<file path="src/rtl/i2c_ptr_pkg.sv">
// Shared constants, types and decode helpers for the pointer slave.
// Assumes a 14-bit byte address space with RAM at the bottom, a ROM window
// in the middle and the register bank in the last sixteen bytes.
package i2c_ptr_pkg;
    localparam int          ADDR_W     = 14;
    localparam int          DATA_W     = 8;
    localparam int          NREG       = 16;
    localparam int          RIDX_W     = $clog2(NREG);
    localparam logic [6:0]  SLAVE_ID   = 7'b1011101;
    localparam logic [ADDR_W-1:0] RAM_LAST  = 14'h03FF;
    localparam logic [ADDR_W-1:0] ROM_FIRST = 14'h2000;
    localparam logic [ADDR_W-1:0] ROM_LAST  = 14'h32FF;
    localparam logic [ADDR_W-1:0] CSR_FIRST = 14'h3FF0;

    typedef enum logic [2:0] {ST_IDLE, ST_DEV, ST_ALO, ST_AHI, ST_WR, ST_RD} bus_st_t;
    typedef enum logic [1:0] {RG_NONE, RG_RAM, RG_ROM, RG_CSR} region_t;

    // Classify a byte address into its region.
    function automatic region_t region_of(input logic [ADDR_W-1:0] a);
        if (a <= RAM_LAST)                       return RG_RAM;
        else if (a >= ROM_FIRST && a <= ROM_LAST) return RG_ROM;
        else if (a >= CSR_FIRST)                 return RG_CSR;
        else                                     return RG_NONE;
    endfunction

    // Reset value of control register i.
    function automatic logic [DATA_W-1:0] csr_reset(input int i);
        case (i)
            0: return 8'h3F;
            1: return 8'h08;
            2: return 8'h12;
            4: return 8'h22;
            5: return 8'h33;
            6: return 8'h28;
            7: return 8'h0A;
            default: return 8'h00;
        endcase
    endfunction
endpackage

</file>
<file path="src/rtl/i2c_line_filter.sv">
// Two-flop synchronizer followed by a persistence filter for one bus line.
// The output follows the input only after FILT_LEN consecutive samples that
// disagree with it; shorter pulses are dropped. Resets to the idle level.
module i2c_line_filter #(
    parameter int   FILT_LEN = 3,
    parameter logic IDLE_VAL = 1'b1
) (
    input  logic clk,
    input  logic rst_n,
    input  logic line_i,
    output logic line_o
);
    localparam int CW = $clog2(FILT_LEN + 1);

    logic          s1, s2;
    logic [CW-1:0] cnt;

    // Bring the asynchronous line into the clock domain.
    always_ff @(posedge clk) begin
        if (!rst_n) begin
            s1 <= IDLE_VAL;
            s2 <= IDLE_VAL;
        end else begin
            s1 <= line_i;
            s2 <= s1;
        end
    end

    // Accept a new level only after it persists for FILT_LEN samples.
    always_ff @(posedge clk) begin
        if (!rst_n) begin
            cnt    <= '0;
            line_o <= IDLE_VAL;
        end else if (s2 == line_o) begin
            cnt <= '0;
        end else if (cnt == CW'(FILT_LEN - 1)) begin
            cnt    <= '0;
            line_o <= s2;
        end else begin
            cnt <= cnt + 1'b1;
        end
    end

    // the filtered level only ever moves to the synchronized level.
    p_filter_follows_r11: assert property (@(posedge clk) disable iff (!rst_n)
        !$stable(line_o) |-> (line_o == $past(s2)));
endmodule

</file>
<file path="src/rtl/i2c_csr_bank.sv">
// Sixteen 8-bit control registers with individual reset values, one write
// port and one combinational read port. Assumes single-cycle write strobes.
module i2c_csr_bank
    import i2c_ptr_pkg::*;
(
    input  logic                    clk,
    input  logic                    rst_n,
    input  logic                    we,
    input  logic [RIDX_W-1:0]       idx,
    input  logic [DATA_W-1:0]       wd,
    output logic [DATA_W-1:0]       rd,
    output logic [NREG*DATA_W-1:0]  cfg
);
    logic [DATA_W-1:0] regs [NREG];
    logic [NREG*DATA_W-1:0] rst_vec;

    for (genvar g = 0; g < NREG; g++) begin : g_reg
        // Hold register g, loading it on a matching write.
        always_ff @(posedge clk) begin
            if (!rst_n)                           regs[g] <= csr_reset(g);
            else if (we && idx == RIDX_W'(g))     regs[g] <= wd;
        end
        assign cfg[g*DATA_W +: DATA_W]     = regs[g];
        assign rst_vec[g*DATA_W +: DATA_W] = csr_reset(g);
    end

    assign rd = regs[idx];

    // right after reset every register holds its reset value.
    p_reset_values_r9: assert property (@(posedge clk) disable iff (!rst_n)
        $rose(rst_n) |-> (cfg == rst_vec));
endmodule

</file>
<file path="src/rtl/i2c_ptr_slave.sv">
// Two-wire bus slave with a 14-bit auto-incrementing byte pointer.
// Decodes start/stop and SCL edges from filtered lines, frames bytes, loads
// the pointer low byte first, then writes or reads consecutive bytes. RAM and
// ROM are external (read latency one cycle); the register bank is internal.
// Assumes clk is many times faster than SCL and no clock stretching is needed.
module i2c_ptr_slave
    import i2c_ptr_pkg::*;
#(
    parameter int FILT_LEN = 3
) (
    input  logic                   clk,
    input  logic                   rst_n,
    input  logic                   scl_i,
    input  logic                   sda_i,
    output logic                   sda_oe,
    output logic                   mem_rd,
    output logic                   mem_wr,
    output logic [ADDR_W-1:0]      mem_addr,
    output logic [DATA_W-1:0]      mem_wdata,
    input  logic [DATA_W-1:0]      mem_rdata,
    output logic [NREG*DATA_W-1:0] cfg_regs
);
    logic scl_f, sda_f, scl_d, sda_d;
    logic scl_rise, scl_fall, bus_start, bus_stop;

    bus_st_t           state;
    logic [3:0]        bitcnt;
    logic [7:0]        shreg, tx;
    logic [ADDR_W-1:0] ptr;
    logic              mack, sda_oe_q, csr_we;
    logic [1:0]        fp;
    logic [DATA_W-1:0] csr_rd, rd_mux;
    region_t           cur_rg;

    i2c_line_filter #(.FILT_LEN(FILT_LEN), .IDLE_VAL(1'b1)) u_scl (
        .clk(clk), .rst_n(rst_n), .line_i(scl_i), .line_o(scl_f));
    i2c_line_filter #(.FILT_LEN(FILT_LEN), .IDLE_VAL(1'b1)) u_sda (
        .clk(clk), .rst_n(rst_n), .line_i(sda_i), .line_o(sda_f));

    i2c_csr_bank u_csr (
        .clk(clk), .rst_n(rst_n), .we(csr_we), .idx(mem_addr[RIDX_W-1:0]),
        .wd(mem_wdata), .rd(csr_rd), .cfg(cfg_regs));

    // Delay the filtered lines by one cycle for edge detection.
    always_ff @(posedge clk) begin
        if (!rst_n) begin
            scl_d <= 1'b1;
            sda_d <= 1'b1;
        end else begin
            scl_d <= scl_f;
            sda_d <= sda_f;
        end
    end

    assign scl_rise  = scl_f & ~scl_d;
    assign scl_fall  = ~scl_f & scl_d;
    assign bus_start = scl_f & scl_d & sda_d & ~sda_f;
    assign bus_stop  = scl_f & scl_d & ~sda_d & sda_f;

    // Select the fetched byte by the region of the latched address.
    always_comb begin
        cur_rg = region_of(mem_addr);
        case (cur_rg)
            RG_RAM, RG_ROM: rd_mux = mem_rdata;
            RG_CSR:         rd_mux = csr_rd;
            default:        rd_mux = 8'hFF;
        endcase
    end

    // Byte framing, pointer handling, acknowledge and transmit control.
    always_ff @(posedge clk) begin
        if (!rst_n) begin
            state     <= ST_IDLE;
            bitcnt    <= '0;
            shreg     <= '0;
            tx        <= 8'hFF;
            ptr       <= '0;
            mack      <= 1'b0;
            sda_oe_q  <= 1'b0;
            fp        <= '0;
            mem_rd    <= 1'b0;
            mem_wr    <= 1'b0;
            csr_we    <= 1'b0;
            mem_addr  <= '0;
            mem_wdata <= '0;
        end else begin
            mem_rd <= 1'b0;
            mem_wr <= 1'b0;
            csr_we <= 1'b0;
            fp     <= {fp[0], 1'b0};
            if (fp[1]) tx <= rd_mux;

            if (bus_start) begin
                state    <= ST_DEV;
                bitcnt   <= '0;
                sda_oe_q <= 1'b0;
            end else if (bus_stop) begin
                state    <= ST_IDLE;
                bitcnt   <= '0;
                sda_oe_q <= 1'b0;
            end else if (state != ST_IDLE) begin
                if (scl_rise) begin
                    bitcnt <= bitcnt + 1'b1;
                    if (bitcnt < 4'd8) shreg <= {shreg[6:0], sda_f};
                    else               mack  <= ~sda_f;
                end
                if (scl_fall) begin
                    if (bitcnt == 4'd8) begin
                        sda_oe_q <= 1'b1;
                        case (state)
                            ST_DEV: begin
                                if (shreg[7:1] != SLAVE_ID) begin
                                    sda_oe_q <= 1'b0;
                                    state    <= ST_IDLE;
                                end else if (shreg[0]) begin
                                    mem_addr <= ptr;
                                    mem_rd   <= (region_of(ptr) == RG_RAM) || (region_of(ptr) == RG_ROM);
                                    fp[0]    <= 1'b1;
                                end
                            end
                            ST_ALO: ptr[7:0] <= shreg;
                            ST_AHI: ptr[ADDR_W-1:8] <= shreg[ADDR_W-9:0];
                            ST_WR: begin
                                mem_addr  <= ptr;
                                mem_wdata <= shreg;
                                mem_wr    <= (region_of(ptr) == RG_RAM);
                                csr_we    <= (region_of(ptr) == RG_CSR);
                                ptr       <= ptr + 1'b1;
                            end
                            ST_RD: begin
                                sda_oe_q <= 1'b0;
                                ptr      <= ptr + 1'b1;
                                mem_addr <= ptr + 1'b1;
                                mem_rd   <= (region_of(ptr + 1'b1) == RG_RAM) ||
                                            (region_of(ptr + 1'b1) == RG_ROM);
                                fp[0]    <= 1'b1;
                            end
                            default: sda_oe_q <= 1'b0;
                        endcase
                    end else if (bitcnt == 4'd9) begin
                        bitcnt   <= '0;
                        sda_oe_q <= 1'b0;
                        case (state)
                            ST_DEV: begin
                                state <= shreg[0] ? ST_RD : ST_ALO;
                                if (shreg[0]) sda_oe_q <= ~tx[7];
                            end
                            ST_ALO: state <= ST_AHI;
                            ST_AHI: state <= ST_WR;
                            ST_RD: begin
                                if (mack) sda_oe_q <= ~tx[7];
                                else      state    <= ST_IDLE;
                            end
                            default: state <= state;
                        endcase
                    end else if (state == ST_RD && bitcnt != 4'd0) begin
                        sda_oe_q <= ~tx[3'd7 - bitcnt[2:0]];
                    end
                end
            end
        end
    end

    assign sda_oe = sda_oe_q;

    // SDA is only changed while the filtered clock is low.
    p_sda_moves_scl_low_r11: assert property (@(posedge clk) disable iff (!rst_n)
        !$stable(sda_oe_q) |-> !scl_f);
    // a stop returns to idle with SDA released.
    p_stop_to_idle_r10: assert property (@(posedge clk) disable iff (!rst_n)
        bus_stop |=> (state == ST_IDLE && !sda_oe_q));
    // each written data byte advances the pointer by one.
    p_ptr_step_r4: assert property (@(posedge clk) disable iff (!rst_n)
        (state == ST_WR && scl_fall && bitcnt == 4'd8) |=> (ptr == $past(ptr) + 1'b1));
    // strobes last one cycle, and writes only reach the RAM window.
    p_rd_pulse_r6: assert property (@(posedge clk) disable iff (!rst_n)
        mem_rd |=> !mem_rd);
    p_wr_ram_only_r6: assert property (@(posedge clk) disable iff (!rst_n)
        mem_wr |-> (region_of(mem_addr) == RG_RAM && !mem_rd));
endmodule

</file>
<file path="config.mk">
export PLATFORM = sky130hd
export DESIGN_NAME = i2c_ptr_slave
export DESIGN_NICKNAME = d
export VERILOG_FILES = /design/src/rtl/i2c_ptr_pkg.sv /design/src/rtl/i2c_line_filter.sv /design/src/rtl/i2c_csr_bank.sv /design/src/rtl/i2c_ptr_slave.sv
export SDC_FILE = /design/constraint.sdc
export NUM_CORES = 1
export LEC_CHECK = 0
export ABC_AREA = 1
export CAP_MARGIN = 0
export CELL_PAD_IN_SITES_DETAIL_PLACEMENT = 2
export CELL_PAD_IN_SITES_GLOBAL_PLACEMENT = 2
export CORE_MARGIN = 3
export CORE_UTILIZATION = 32
export CTS_BUF_LIST = sky130_fd_sc_hd__clkbuf_16
export CTS_CLUSTER_DIAMETER = 30
export DETAILED_ROUTE_END_ITERATION = 8
export PLACE_DENSITY_LB_ADDON = 0.2
export SKIP_LAST_GASP = 1
export SLEW_MARGIN = 20
export SYNTH_ARGS = -nofsm -noshare
export SYNTH_HDL_FRONTEND = slang
export SYNTH_HIERARCHICAL = 1
export SYNTH_SLANG_ARGS = --single-unit
export TNS_END_PERCENT = 50
</file>
<file path="constraint.sdc">
create_clock -name clk -period 2.15 [get_ports clk]
set_input_delay 0.5375 -clock clk [delete_from_list [all_inputs] [get_ports clk]]
set_output_delay 0.5375 -clock clk [all_outputs]
set_load 0.01 [all_outputs]
</file>
==> out/qor.txt <==
Outcome - finished, violations left
Violated checks - setup timing
Share of layout cells above drive strength 1 - 0.1418
Post-synth ARST share - 0
Yosys reg bits - 206
Largest family of logic cells by synthesized area - simple AND/OR/NAND/NOR gates
WL/cell - 22.74 um
Post-route DRC - 0
Initial antenna violation count - 2
IR drop worst, VDD - 528.2 uV
Max_slew headroom - 0.3764
Design Power - 13790 uW
Leading cell types by count after synthesis - nand2_1 (497), nor2_1 (173), edfxtp_1 (128), dfxtp_1 (78), inv_1 (78)
Layout net count - 1534
Cell taking the most area after synthesis - edfxtp_1
Synthesized Nets - 1316
Final Slew Violations - 0
Layout area overhead - 41.78%
Crit path launch type - flop
First-pass GRT wire length - 66900 um
Post-synthesis compound-gate area fraction - 0.08192
Post-layout minimum cycle time - 2.159 ns
Count of cell types in the netlist - 41
Largest net degree at the start of global routing - 37
Clock Skews - 0.02471 ns
Inserted Clock Buffers - 55
Rows - 65
Synth Flop Type - edfxtp_1
Worst hold margin - 0.3638 ns
Max Freq - 0.4632 GHz
Syn Std Cell Area - 0.01037 mm^2
Most frequent cell after synthesis - nand2_1
CTS tree - built
Initial core utilization - 0.3270
Adder-Cell Fraction of Synth Area - 0.01206
Final GP Congestion - 0.8342
Core area - 0.03172 mm^2
Multiplexer share of the synthesized area - 0
Hold path start - rst_n
Vias in the first global route - 11160
Synth top area share - 0.3706
Fin util - 0.4636
CP max-delay cell - clkdlybuf4s50_1
EDFF count, synth - 128
RSZ-0062 raised after global routing - true
CP max stage delay - 0.53 ns
Detail Route Antenna Nets - 0
Final Cycle Share - 1.004
Clock Sinks - 206
Lkg Pwr - 0.005976 uW
Post-Synth XOR/XNOR Area - 0.007600
Initial DRT Pass Iterations - 5
Post-synthesis area per instance - 8.015 um^2
DIE AREA - 0.03461 mm^2
Die X - 186.0 um
Ranking of synthesized cells by area - edfxtp_1 (37%), nand2_1 (18%), dfxtp_1 (15%)
Total Routed Length - 44640 um
Worst-Margin Slew - 0.9291 ns
GRT Overall Usage - 0.2549
Fill cells - 3454
Clock Root Buffer - clkbuf_16
Sequential area share after synthesis - 0.5212
Num ports - 165
Worst r2r src - mem_addr[0]$_SDFFE_PN0P_
Yosys warns - 6
Final hold violation count - 0
Max Cap Viol - 0
Crit-path cells - buf_12, clkdlybuf4s50_1
Mapped Cells - 1294
Synth Area in Simple Gates - 0.3109
IO Port Bufs - 164
Final setup viols - 1
Crit path from - mem_addr[0]$_SDFFE_PN0P_
Critical Path RT - 1.61 ns
Drt via density - 5.124
Number of DRC markers in iteration 0 - 606
H-tree lvl count - 2
Die Ht - 186.0 um
Crit path max fanout - 7
CP endpoint kind - output port
Kind of critical path - reg -> out
Tightest Hold Check Type - in -> reg
Clock transition at path regs - 0.04 ns
Critical path arrival - 1.62 ns
GRT Residual Overflow - 0
Hpwl dp - 29190 um
Clk Latency, worst-skew pair - 0.55 ns
Power density over the cells - 937.5 mW/mm^2
Bufs on Longest Clock Path - 3
Final worst slack - -0.008940 ns
Via count - 10060
==> placed cells by master, fill, tap and decap left out, types with 9 or more instances in the layout <==
master,instances
clkinvlp_4,10
a21oi_1,57
buf_4,42
o21ai_0,73
nand3_2,17
dfxtp_1,75
inv_2,19
nand2_2,10
clkinv_2,10
nor2_1,173
inv_1,84
bufinv_16,13
clkdlybuf4s50_1,160
ha_1,9
clkbuf_16,57
nand2_1,497
edfxtp_1,128
nand3_1,25
==> critical path, delay by kind of cell (launching register included) <==
family	cells	cell delay [ns]
buffers and inverters	2	0.67
DFF	1	0.41
==> area by class of cell <==
cell class / instances / area, um^2 / share of cell area
timing repair buffer: 214 / 2128 / 0.1447
clock buffer: 57 / 1426 / 0.09700
clock inverter: 46 / 571.8 / 0.03889
antenna: 3 / 7.507 / 0.0005106
multi-input combinational: 935 / 4280 / 0.2911
sequential: 206 / 5409 / 0.3679
tap: 402 / 503.0 / 0.03421
inverter: 100 / 377.9 / 0.02570
==> metrics by stage <==
stage	setup slack, ns	instance area [um^2]	TNS [ns]	instances
2_1_floorplan	0.1694	10370	0	1294
3_3_place_gp	0.2485	12600	0	1852
3_5_place_dp	0.1823	12600	0	1852
4_1_cts	-0.1362	14660	-0.2319	1957
5_1_grt	-0.04831	14700	-0.09625	1962
6_report	-0.008940	14700	-0.008940	1963
==> sequential cells by signal, summed over array words and instances (netlist names), 2 cells and up <==
register / cells
u_scl/cnt: 2
mem_addr: 14
state: 3
u_csr/regs: 128
u_sda/cnt: 2
ptr: 14
fp: 2
mem_wdata: 8
tx: 8
shreg: 8
bitcnt: 4
==> final timing paths <==
kind,end,slack [ns],cells past startpoint
max,mem_addr[0],-0.009,2
min,scl_d$_SDFF_PN1_,0.36,2
max reg2reg,tx[4]$_SDFFE_PN1P_,0.06,13
min reg2reg,u_scl/cnt[0]$_SDFF_PP0_,0.41,1
==> where the power goes <==
part / leakage, uW / switching, uW / internal, uW / total, uW
combinational: 0.00321 / 279 / 262 / 541
clock: 0.000970 / 2550 / 6300 / 8850
sequential: 0.00179 / 83.0 / 4310 / 4400
total: 0.00598 / 2910 / 10900 / 13800
==> kinds of logic (layout without fill, tap and decap cells) <==
family | after synthesis | after routing
compound gates | 155 | 155
buf+inv | 153 | 417
simple gates | 761 | 761
fa+ha+maj | 10 | 10
xor+xnor | 9 | 9
other cells | 0 | 3
flops | 206 | 206
==> repair_timing <==
| item | CTS | global route |
|---|---|---|
| cloned | 2 | 0 |
| hold buffers | 0 | 0 |
| setup endpoints to repair | 4 | 9 |
| buffers inserted | 0 | 3 |
| gates resized for setup | 3 | 5 |
==> routing by layer <==
metal	GRT usage	routed length, um	up-vias
met4	0.1043	1753	0
met1	0.2953	17580	5025
met5	0	0	-
met3	0.03400	1862	102
met2	0.4726	23440	312
li1	-	-	4620
No activity file was read; power rests on OpenSTA's default activity.
